==> src/rtl/ret_stack2_pkg.sv <==
package ret_stack2_pkg;
  typedef enum logic [1:0] {
    OP_HOLD = 2'd0,
    OP_PUSH = 2'd1,
    OP_POP  = 2'd2
  } rs_op_e;
endpackage

==> src/rtl/rs_rst_sync.sv <==
module rs_rst_sync #(
  parameter int STAGES = 2
) (
  input  logic clk,
  input  logic rst_n,
  output logic rst_sync_n
);
  logic [STAGES-1:0] sync_q;
  logic [STAGES-1:0] sync_d;

  always_comb begin
    sync_d = {sync_q[STAGES-2:0], 1'b1};
  end

  always_ff @(posedge clk or negedge rst_n) begin
    if (!rst_n) sync_q <= '0;
    else        sync_q <= sync_d;
  end

  assign rst_sync_n = sync_q[STAGES-1];
endmodule

==> src/rtl/rs_op_decode.sv <==
module rs_op_decode
  import ret_stack2_pkg::*;
(
  input  logic   clk,
  input  logic   rst_n,
  input  logic   enable,
  input  logic   push,
  input  logic   pop,
  output rs_op_e op
);
  always_comb begin
    op = OP_HOLD;
    if (enable) begin
      if (push)     op = OP_PUSH;
      else if (pop) op = OP_POP;
    end
  end

  // push wins over a simultaneous pop
  a_r6_push_priority: assert property (@(posedge clk) disable iff (!rst_n)
    (enable && push && pop) |-> (op == OP_PUSH));

  // nothing is decoded while the synchronised reset is active
  always_comb begin
    if (enable === 1'b0) begin
      a_r8_gated: assert (op == OP_HOLD);
    end
  end
endmodule

==> src/rtl/rs_level.sv <==
module rs_level
  import ret_stack2_pkg::*;
#(
  parameter int  AW        = 12,
  parameter bit  IS_BOTTOM = 1'b0
) (
  input  logic          clk,
  input  rs_op_e        op,
  input  logic [AW-1:0] from_above,
  input  logic [AW-1:0] from_below,
  output logic [AW-1:0] q
);
  logic          en;
  logic [AW-1:0] d;

  always_comb begin
    en = 1'b0;
    d  = q;
    case (op)
      OP_PUSH: begin
        en = 1'b1;
        d  = from_above;
      end
      OP_POP: begin
        en = !IS_BOTTOM;
        d  = from_below;
      end
      default: begin
        en = 1'b0;
        d  = q;
      end
    endcase
  end

  // Stored content is deliberately not reset
  always_ff @(posedge clk) begin
    if (en) q <= d;
  end
endmodule

==> src/rtl/ret_stack2.sv <==
module ret_stack2
  import ret_stack2_pkg::*;
#(
  parameter int AW    = 12,
  parameter int DEPTH = 2
) (
  input  logic          clk,
  input  logic          rst_n,
  input  logic          push_i,
  input  logic [AW-1:0] push_addr_i,
  input  logic          pop_i,
  output logic [AW-1:0] tos_o
);
  localparam int LAST = DEPTH - 1;

  logic          rst_sync_n;
  rs_op_e        op;
  logic [AW-1:0] lvl [DEPTH];

  rs_rst_sync #(.STAGES(2)) u_sync (
    .clk        (clk),
    .rst_n      (rst_n),
    .rst_sync_n (rst_sync_n)
  );

  rs_op_decode u_dec (
    .clk    (clk),
    .rst_n  (rst_n),
    .enable (rst_sync_n),
    .push   (push_i),
    .pop    (pop_i),
    .op     (op)
  );

  for (genvar i = 0; i < DEPTH; i++) begin : g_lvl
    logic [AW-1:0] above;
    logic [AW-1:0] below;
    if (i == 0) begin : g_top
      assign above = push_addr_i;
    end else begin : g_mid
      assign above = lvl[i-1];
    end
    if (i == LAST) begin : g_bot
      assign below = lvl[i];
    end else begin : g_up
      assign below = lvl[i+1];
    end
    rs_level #(.AW(AW), .IS_BOTTOM(i == LAST)) u_lvl (
      .clk        (clk),
      .op         (op),
      .from_above (above),
      .from_below (below),
      .q          (lvl[i])
    );
  end

  assign tos_o = lvl[0];

  // push writes level 1 and shifts level 1 into level 2
  a_r2_push_shift: assert property (@(posedge clk) disable iff (!rst_n)
    (op == OP_PUSH) |=> ((lvl[0] === $past(push_addr_i)) && (lvl[1] === $past(lvl[0]))));

  // pop moves level 2 up and keeps level 2
  a_r4_pop_shift: assert property (@(posedge clk) disable iff (!rst_n)
    (op == OP_POP) |=> ((lvl[0] === $past(lvl[1])) && (lvl[LAST] === $past(lvl[LAST]))));

  // idle edges hold both levels
  a_r7_idle_hold: assert property (@(posedge clk) disable iff (!rst_n)
    (op == OP_HOLD) |=> ((lvl[0] === $past(lvl[0])) && (lvl[1] === $past(lvl[1]))));

  // the output is the top level
  a_r1_tos_level1: assert property (@(posedge clk) disable iff (!rst_n)
    tos_o === lvl[0]);
endmodule

==> config.mk <==
export PLATFORM = sky130hd
export DESIGN_NAME = ret_stack2
export DESIGN_NICKNAME = d
export VERILOG_FILES = /design/src/rtl/ret_stack2_pkg.sv /design/src/rtl/rs_rst_sync.sv /design/src/rtl/rs_op_decode.sv /design/src/rtl/rs_level.sv /design/src/rtl/ret_stack2.sv
export SDC_FILE = /design/constraint.sdc
export NUM_CORES = 1
export LEC_CHECK = 0
export ABC_AREA = 1
export BUFFER_PORTS_ARGS = -buffer_cell sky130_fd_sc_hd__buf_2
export CAP_MARGIN = 10
export CORE_ASPECT_RATIO = 1.1
export CORE_MARGIN = 1
export CORE_UTILIZATION = 49
export DETAILED_ROUTE_END_ITERATION = 16
export GPL_TIMING_DRIVEN = 0
export PLACE_DENSITY_LB_ADDON = 0.25
export SLEW_MARGIN = 5
export SYNTH_ARGS = -nofsm -noshare
export SYNTH_HDL_FRONTEND = slang
export SYNTH_SLANG_ARGS = --single-unit
==> constraint.sdc <==
create_clock -name clk -period 1.6 [get_ports clk]
set_clock_uncertainty 0.15 [all_clocks]
set_input_delay 0.16 -clock clk [delete_from_list [all_inputs] [get_ports clk]]
set_output_delay 0.16 -clock clk [all_outputs]
set_load 0.05 [all_outputs]
## Yosys cells after proc, flatten, opt, wreduce, memory -nomap -nowiden

Index checks and enable logic that the tools add are counted.

| operators by class | value |
|---|---|
| add/sub/neg operators | 0 |
| multipliers | 0 |
| div/mod/pow operators | 0 |
| $lt $le $gt $ge | 0 |
| equality and inequality tests | 2 |
| shifts and indexed selects | 0 |
| mux-type cells | 6 |
| bitwise gates (word level) | 0 |
| reduce and logical (&&, ||, !) cells | 4 |

Operator list:

| kind | count |
|---|---|
| $pmux 12 s2 | 1 |
| $mux 2 | 3 |
| $reduce_and 2->1 | 2 |
| $eq 2x1->1 const B | 1 |
| $eq 2x2->1 const B | 1 |
| $mux 1 | 2 |
| $reduce_bool 2->1 | 1 |
| $reduce_or 2->1 | 1 |

| word-level totals | value |
|---|---|
| register bits after elaboration | 26 |
| latch bits | 0 |
| memory bits (writable) | 0 |
| memory bits (read-only) | 0 |
| word-level logic and storage cells | 15 |
| memories | 0 |

## Depth between registers and ports, before layout

Gate-level depths: netlist of the first run.

| depth | value |
|---|---|
| depth after elaboration | 7 |
| mapped depth | 5 |
| depth with buffers taken out | 4 |

## Modules after synthesis

A second synthesis of the first run with hierarchy kept.

| unflattened totals | value |
|---|---|
| cells, all modules | 115 |
| area total of the unflattened synthesis | 1159.9 um^2 |

Modules (own cells, without submodules):

| module | instances | cells each | area an instance (um^2) | sequential area each (um^2) |
|---|---|---|---|---|
| rs_level at g_lvl[1].u_lvl | 1 | 54 | 550.5 | 360.3 |
| rs_level at g_lvl[0].u_lvl | 1 | 54 | 538.0 | 360.3 |
| rs_rst_sync | 1 | 3 | 53.8 | 50.0 |
| rs_op_decode | 1 | 4 | 17.5 | 0.0 |

## Least setup slack after synthesis of the first run

OpenSTA, ideal clock, no wires.

| timing path | value |
|---|---|
| path type | reg-to-reg |
| start | register u_sync.sync_q[1] |
| end | register g_lvl[0].u_lvl.q[0] (enable) |
| arrival | 930 ps |
| slack | 170 ps |
| stages on the path, launching flop included | 4 |
| path buffers | 1 |
| cells stage by stage | dfrtp_1 nand3_2 buf_6 nand2_1 |

| between the ends | value |
|---|---|
| longest elaborated chain between the ends | 5 |
| elaborated cells on any way between the ends | 7 |
| those cells by class | 2 x eq/ne; 2 x mux; 3 x reduce/logical |

Ends and longest elaborated chain:

| what | RTL line | RTL |
|---|---|---|
| start: declaration | rs_rst_sync.sv:8 | `logic [STAGES-1:0] sync_q;` |
| start signal: assignment | rs_rst_sync.sv:17 | `else sync_q <= sync_d;` |
| $mux 2 (*) | rs_op_decode.sv:13 | `if (enable) begin` |
| $eq 2x1->1 or $eq 2x2->1 (tied branches) | - |  |
| $reduce_or 2->1 (no source line) | - |  |
| $mux 1 | rs_level.sv:19 | `case (op)` |
| $reduce_and 2->1 (no source line) (*) | - |  |
| end signal: assignment | rs_level.sv:37 | `if (en) q <= d;` |
| end: declaration | rs_level.sv:11 | `output logic [AW-1:0] q` |

Every way passes the cells marked *; elsewhere a longest branch is shown, timed or not.
A chain may end at the register's enable or synchronous reset.

## Final worst setup path of the first run

| timing path | value |
|---|---|
| start | register u_sync.sync_q[1] |
| end | register g_lvl[0].u_lvl.q[1] (enable) |

The elaborated chain is that of the path after synthesis.

==> impl_metrics.toml, run 1 <==
[status]
status = "complete, no violations"

[placement]
dpl.hpwl_mm = 1.18
gp_congestion = 0.728
io_buffers = 27
place_ws_ps = -28.7

[clocking]
cts_tree = "done"
clkSinkCount = 26
clk_path_buf_depth = 2
clk_pin_slew_ps = 110
clock_tree.htree_level_count = 1
root_buffer = "clkbuf_4"
clock_latency_ps = 320
numCtsBuffers = 3

[die]
ios = 28
die_w_microns = 44.9
dieHeight_microns = 49.2
dieArea_sq_um = 2210
core_sq_um = 1840
rows = 16
start_util = 0.539

[global_routing]
grt_pass1_wl_mm = 3.07
grt_max_degree = 15
grt_pass1_vias = 693
antenna_found_initial = 0
grt.overflow.total = 0
grt_usage = 0.198

[yosys]
ys_ff_latch = 26
synth_area_per_cell_sq_um = 13.8
synth_warnings = 0
yosysUniqueCellTypes = 10
synthCells = 72
yosysSeqAreaShare = 0.776
syn-num-nets = 88
synth_area_sq_um = 993

[power]
clkPwrFrac = 0.209
cellLeakagePower_uw = 0.000578
report.power.total_uw = 1280
p_seq_frac = 0.631
p_int_uw = 958
power_switching_uw = 319
ir_drop_v = 0.000587
combPwrFrac = 0.160
sw_frac_of_total = 0.250
p_per_area_nw_per_um2 = 942

[route]
ant_nets = 0
wirelength_mm = 1.88
drtIter0Drc = 13
post-route-drc-count = 0
viasPerCell = 4.94
vias = 717
first_pass_iters = 4
wl_per_cell_microns = 13.0

[timing]
rsz0062_at_grt = "no"
clock.fmax_ghz = 0.670
slew_violations = 0
tns_ps = 0
period_share = 0.933
setup_violations = 0
hold_violations = 0
setup_slack_ps = 107
fin_crit_ps = 1490

[final_layout]
diodes = 0
fillers = 140
drive_gt1_frac = 0.322
nets = 135
final_core_util = 0.736
layout_commonest_cell = "buf_2"
syn2layout_area_growth_pct = 36.4
layout_common_cells = "29 x buf_2, 25 x nand2_1, 24 x edfxtp_1"

[hold_path]
min_path_type = "input pin to flip-flop"

[worst_setup_path]
cp.arrival_ps = 1330
worst-path-max-fanout = 12
cp.required_ps = 1440
worstSetupStartpointType = "flip-flop"
worstSetupEndpointType = "flip-flop"
critical_path_class = "flip-flop to flip-flop"

[run]
maxCapViolCount = 0
[stage by stage]
stage               hold slack [ps]  instance area (sq um)  instances
floorplan                      -286                    993         72
global placement               -203                   1160        126
detailed placement             -201                   1160        126
CTS                            90.8                   1330        144
global route                   89.5                   1360        145
finish                         95.5                   1360        145
[final timing paths]
| check | start | to | slack (ps) | depth (start not counted) |
|---|---|---|---|---|
| max reg2reg | u_sync.sync_q[1] | g_lvl[0].u_lvl.q[1] | 110 | 3 |
| min reg2reg | u_sync.sync_q[0] | u_sync.sync_q[1] | 220 | 0 |
| min in group asynchronous | rst_n | u_sync.sync_q[0] | 540 | 3 |
| max | u_sync.sync_q[1] | g_lvl[0].u_lvl.q[1] | 110 | 3 |
| max in group asynchronous | rst_n | u_sync.sync_q[1] | 640 | 3 |
| min | pop_i | g_lvl[0].u_lvl.q[10] | 100 | 3 |
[metal layers]
metal | wire, microns | global-route usage
met5 | 0 | 0
met4 | 10 | 0.0404
met3 | 99 | 0.0815
met2 | 939 | 0.314
met1 | 832 | 0.253
[cell usage after synthesis]
master / instances / share of area
nand3_2: 1 / 0.010
inv_1: 2 / 0.0076
conb_1: 1 / 0.0038
nand2_1: 26 / 0.098
nand4_1: 12 / 0.076
buf_6: 1 / 0.011
buf_4: 1 / 0.0076
buf_2: 2 / 0.010
dfrtp_1: 2 / 0.050
edfxtp_1: 24 / 0.73
[repair_timing]
action,4_1_cts,5_1_grt
gates resized for setup,1,1
setup buffers,0,1
setup endpoints to repair,12,12
endpoints found under the hold margin,14,0
hold buffers,14,0
[flip-flops by register name, summed over array words and instances (netlist names)]
register	count
g_lvl.u_lvl.q	24
u_sync.sync_q	2
[critical path, stage by stage, from the launching register on]
cell and delay (ps):
dfrtp_1 440, buf_4 200, nand2_1 120, nand2_2 270
[cell families after synthesis]
family / after synthesis / share of synthesized area
AND/OR/NAND/NOR: 39 / 0.184
flip-flops: 26 / 0.776
buffers and inverters: 6 / 0.0365
other: 1 / 0.00377
[final cells by class]
class,count,area [sq um],share of cell area
plain buffers,4,28.8,0.0212
well taps,27,33.8,0.0249
multi-input cells,40,189,0.139
flip-flops and latches,26,771,0.569
clock buffers,4,26.3,0.0194
inverters,2,11.3,0.00831
repair buffers,42,295,0.218
[power groups by stage]
stage / logic [uW] / registers (uW) / clock network [uW]
3_3_place_gp: 167 / 818 / 0
4_1_cts: 197 / 806 / 277
2_1_floorplan: 47.8 / 888 / 0
6_report: 204 / 806 / 267
3_5_place_dp: 169 / 820 / 0
5_1_grt: 221 / 811 / 297
(Power assumes the default switching activity.)
==> run 2, diff against run 1 <==
- CORE_MARGIN: 1 -> 2
- PLACE_DENSITY: not set -> 0.75
- PLACE_DENSITY_LB_ADDON: 0.25 -> not set
==> impl_metrics.toml, run 2 (same netlist as run 1, synthesis figures left out) <==
[power]
ir_drop_v = 0.000702
cellLeakagePower_uw = 0.000578
p_per_area_nw_per_um2 = 947

[timing]
setup_slack_ps = 121
slew_violations = 0
hold_violations = 0
fin_crit_ps = 1480
clock.fmax_ghz = 0.676
setup_violations = 0
period_share = 0.924
tns_ps = 0
rsz0062_at_grt = "no"

[route]
viasPerCell = 4.76
wirelength_mm = 1.89
post-route-drc-count = 0
drtIter0Drc = 27
ant_nets = 0
first_pass_iters = 4
wl_per_cell_microns = 12.9
vias = 695

[final_layout]
layout_commonest_cell = "buf_2"
fillers = 157
biggestRegsByFlops = "g_lvl.u_lvl.q x24, u_sync.sync_q x2"
layoutNonFillerInstCount = 146
diodes = 0
regMostFlops = "g_lvl.u_lvl.q"
syn2layout_area_growth_pct = 36.5
drive_gt1_frac = 0.322
layout_common_cells = "29 x buf_2, 25 x nand2_1, 24 x edfxtp_1"
stdcell_area_sq_um = 1360
largest_reg_flops = 24
nets = 135

[global_routing]
grt_pass1_vias = 639
grt_max_degree = 15
antenna_found_initial = 0
grt_usage = 0.170
grt_pass1_wl_mm = 2.76
grt.overflow.total = 0

[clocking]
clkSinkCount = 26
cts_tree = "done"
root_buffer = "clkbuf_4"
clock_tree.htree_level_count = 1
numCtsBuffers = 3
clk_path_buf_depth = 2
clk_pin_slew_ps = 130
clock_latency_ps = 310

[placement]
postPlaceCellArea_sq_um = 1160
place_ws_ps = -24.6
gp_congestion = 0.672
place_inst = 127
dpl.hpwl_mm = 1.26
io_buffers = 27

[worst_setup_path]
critPathTopFamily = "flip-flops"
r2r_start = "u_sync.sync_q[1]"
cp.arrival_ps = 1340
crit_slowest_cell = "dfrtp_1"
worst-path-buf-inv = 1
worst-path-max-fanout = 12
endpoint = "g_lvl[0].u_lvl.q[1]"
timing.rr.end = "g_lvl[0].u_lvl.q[1]"
slowest_delay_ps = 440
cp.required_ps = 1460
worstSetupEndpointType = "flip-flop"
path_cells = "buf_4 > nand2_1 > nand2_2"
worstRegToRegCells = 3
startpoint = "u_sync.sync_q[1]"
critical_path_depth = 3
worstSetupStartpointType = "flip-flop"
critical_path_class = "flip-flop to flip-flop"
rrSetupSlack_ps = 120

[hold_path]
min_path_type = "input pin to flip-flop"
holdCritStartpoint = "pop_i"

[status]
status = "complete, no violations"

[die]
start_util = 0.508
rows = 17
die_w_microns = 46.9
dieHeight_microns = 51.2
core_sq_um = 1960
dieArea_sq_um = 2400
ios = 28

[run]
maxCapViolCount = 0
run 2: worst register-to-register path, stage by stage (launching register included):
cell,delay (ps)
dfrtp_1,440
buf_4,200
nand2_1,120
nand2_2,270
run 2: timing repair:
item	CTS	global route
endpoints found under the hold margin	14	0
hold buffers	14	0
buffers inserted	0	1
endpoints found under the setup margin	12	12
gates cloned	0	0
resized for setup	2	0
run 2: power breakdown:
group          internal, uW  switching [uW]  leakage, uW
Combinational          70.7             133     0.000312
Sequential              789            15.3     0.000251
Clock                  91.3             185    0.0000154
Total                   951             333     0.000578
run 2: final cells by class:
type | count | area (sq um) | share of cell area
Buffer | 4 | 28.8 | 0.0212
Multi-Input combinational cell | 40 | 189 | 0.139
Tap cell | 28 | 35.0 | 0.0258
Sequential cell | 26 | 771 | 0.568
Timing Repair Buffer | 42 | 295 | 0.218
Inverter | 2 | 11.3 | 0.00830
Clock buffer | 3 | 22.5 | 0.0166
Clock inverter | 1 | 3.75 | 0.00277
run 2: layer usage:
layer / vias to the layer above / GRT usage / wire length, microns
li1: 348 / - / -
met1: 323 / 0.230 / 833
met2: 20 / 0.260 / 946
met3: 4 / 0.0212 / 78
met4: 0 / 0.0972 / 31
met5: - / 0 / 0
run 2: worst min path at each step:
| stage | slack (ps) | cells past startpoint | to |
|---|---|---|---|
| floorplan | -290 | 0 | u_sync.sync_q[0] |
| global placement | -200 | 1 | u_sync.sync_q[0] |
| detailed placement | -200 | 1 | u_sync.sync_q[1] |
| CTS | 90 | 3 | g_lvl[0].u_lvl.q[10] |
| global route | 110 | 3 | g_lvl[0].u_lvl.q[10] |
| finish | 110 | 3 | g_lvl[0].u_lvl.q[10] |
run 2: stage by stage:
stage	hold WS [ps]	power [uW]	utilization
global placement	-203	984	0.595
finish	107	1280	0.693
global route	107	1330	0.693
floorplan	-286	936	-
detailed placement	-199	990	0.595
CTS	92.0	1280	0.683
==> run 3, diff against run 2 <==
- CORE_UTILIZATION: 49 -> 50
- PLACE_DENSITY: 0.75 -> 0.74
- SYNTH_HIERARCHICAL: not set -> 1
==> impl_metrics.toml, run 3 <==
[status]
status = "complete, no violations"

[final_layout]
regMostFlops = "g_lvl.u_lvl/q"
diodes = 0
nets = 185
biggestRegsByFlops = "g_lvl.u_lvl/q x24, u_sync/sync_q x2"
drive_gt1_frac = 0.299
stdcell_area_sq_um = 1610
largest_reg_flops = 24
layout_common_cells = "61 x nand2_1, 27 x buf_2, 24 x edfxtp_1"
layout_commonest_cell = "nand2_1"
layoutNonFillerInstCount = 197
syn2layout_area_growth_pct = 38.6

[route]
post-route-drc-count = 0
viasPerCell = 4.70
wirelength_mm = 2.42
drtIter0Drc = 19
first_pass_iters = 4
vias = 925
ant_nets = 0
wl_per_cell_microns = 12.3

[clocking]
clkSinkCount = 26
numCtsBuffers = 3
clk_pin_slew_ps = 140
clock_tree.htree_level_count = 1
clk_path_buf_depth = 2
root_buffer = "clkbuf_4"
clock_latency_ps = 310
cts_tree = "done"

[worst_setup_path]
cp.arrival_ps = 1480
worstSetupEndpointType = "flip-flop"
worst-path-buf-inv = 4
critPathMostFrequentCell = "inv_1"
critPathTopFamily = "flip-flops"
crit_slowest_cell = "dfrtp_1"
path_cells = "nand2_1 > inv_1 > inv_1 > ha_2 > clkinvlp_4 > buf_12"
worstSetupStartpointType = "flip-flop"
slowest_delay_ps = 390
cp.required_ps = 1550
critical_path_class = "flip-flop to flip-flop"
worst-path-max-fanout = 8

[yosys]
synth_area_per_cell_sq_um = 10.1
synth_area_sq_um = 1160
post-synth-top-count-cell = "nand2_1"
yosysUniqueCellTypes = 13
synth_top_cells_by_area = "edfxtp_1 62%, nand2_1 20%, nand3_1 5.2%"
syn-num-nets = 132
async_reset_ff_frac = 0.0769
synth_commonest_cells = "62 x nand2_1, 24 x edfxtp_1, 12 x nand3_1"
synth_ff_type = "edfxtp_1"
synth_area_leader_cell = "edfxtp_1"
yosysSeqAreaShare = 0.665
ys_ff_latch = 26
synth_top_area_frac = 0.621
synth_warnings = 6
synthCells = 115
synth-edff-count = 24

[global_routing]
grt_pass1_wl_mm = 3.93
grt_usage = 0.195
grt_pass1_vias = 882
grt_max_degree = 15
grt.overflow.total = 0
antenna_found_initial = 0

[placement]
gp_congestion = 0.821
io_buffers = 27
place_inst = 172
dpl.hpwl_mm = 1.54
place_ws_ps = -266
postPlaceCellArea_sq_um = 1340

[timing]
tns_ps = 0
period_share = 0.960
slew_violations = 0
setup_violations = 0
fin_crit_ps = 1540
clock.fmax_ghz = 0.651
setup_slack_ps = 64.8
hold_violations = 0

[run]
maxCapViolCount = 0

[die]
die_w_microns = 49.9
ios = 28
start_util = 0.520
dieHeight_microns = 54.5
rows = 18
core_sq_um = 2230
dieArea_sq_um = 2720

[hold_path]
min_path_type = "flip-flop to flip-flop"

[power]
ir_drop_v = 0.000621
cellLeakagePower_uw = 0.000745
p_per_area_nw_per_um2 = 884
run 3: changes by cell type after synthesis:
cell	delta
inv_1	+2
nor2_1	+1
buf_2	-2
buf_4	+2
inv_2	+1
nand2_2	+1
nand4_1	-12
nand3_2	-1
nor2_2	+1
buf_6	+1
nand3_1	+12
nand2_1	+36
ha_1	+1
run 3: worst register-to-register path: cells and delay by family (launching register included):
family / cells / cell delay, ps
flops: 1 / 390
buf+inv: 4 / 390
fa+ha+maj: 1 / 330
simple gates: 1 / 60
run 3: area by class of cell:
| class | instances | area (sq um) |
|---|---|---|
| Tap cell | 30 | 37.5 |
| Fill cell | 167 | 622 |
| Sequential cell | 26 | 771 |
| Multi-Input combinational cell | 79 | 343 |
| Buffer | 5 | 45.0 |
| Clock buffer | 4 | 36.3 |
| Inverter | 5 | 22.5 |
| Timing Repair Buffer | 48 | 353 |
run 3: routing by layer:
layer	part of all wire	vias to the layer above	GRT usage
met2	0.51	23	0.329
met1	0.44	423	0.258
met4	0.013	0	0.0926
met3	0.039	4	0.0219
li1	-	475	-
met5	0	-	0
run 3: worst paths after layout:
kind / startpoint / endpoint / slack (ps) / depth (start not counted)
worst max-delay path: u_sync/sync_q[1] / g_lvl[0].u_lvl/q[9] / 60 / 6
worst min-delay path: u_sync/sync_q[0] / u_sync/sync_q[1] / 220 / 0
worst max register to register: u_sync/sync_q[1] / g_lvl[0].u_lvl/q[9] / 60 / 6
worst min register to register: u_sync/sync_q[0] / u_sync/sync_q[1] / 220 / 0
max in group asynchronous: rst_n / u_sync/sync_q[1] / 670 / 3
min in group asynchronous: rst_n / u_sync/sync_q[0] / 510 / 3
run 3: kinds of logic after synthesis:
| group | count (synthesis) | synth area share |
|---|---|---|
| fa+ha+maj | 1 | 0.0108 |
| buf+inv | 10 | 0.0550 |
| flops | 26 | 0.665 |
| other cells | 1 | 0.00323 |
| simple gates | 77 | 0.266 |
run 3: power by group:
| part | internal, uW | switching, uW |
|---|---|---|
| clock network | 139 | 191 |
| logic | 107 | 169 |
| registers | 797 | 19.2 |
run 3: through the flow:
step | util | total power, uW | hold slack, ps
final | 0.721 | 1420 | 222
after global routing | 0.721 | 1470 | 230
after CTS | 0.700 | 1420 | 133
after detailed placement | 0.599 | 1050 | -203
after global placement | 0.599 | 1040 | -206
after floorplan | - | 983 | -286
run 3: timing repair:
action / in CTS / in global routing
buffers inserted: 3 / 4
endpoints found under the setup margin: 34 / 34
hold endpoints to repair: 14 / 0
pin swaps: 0 / 2
hold buffers: 14 / 0
resized for setup: 3 / 2
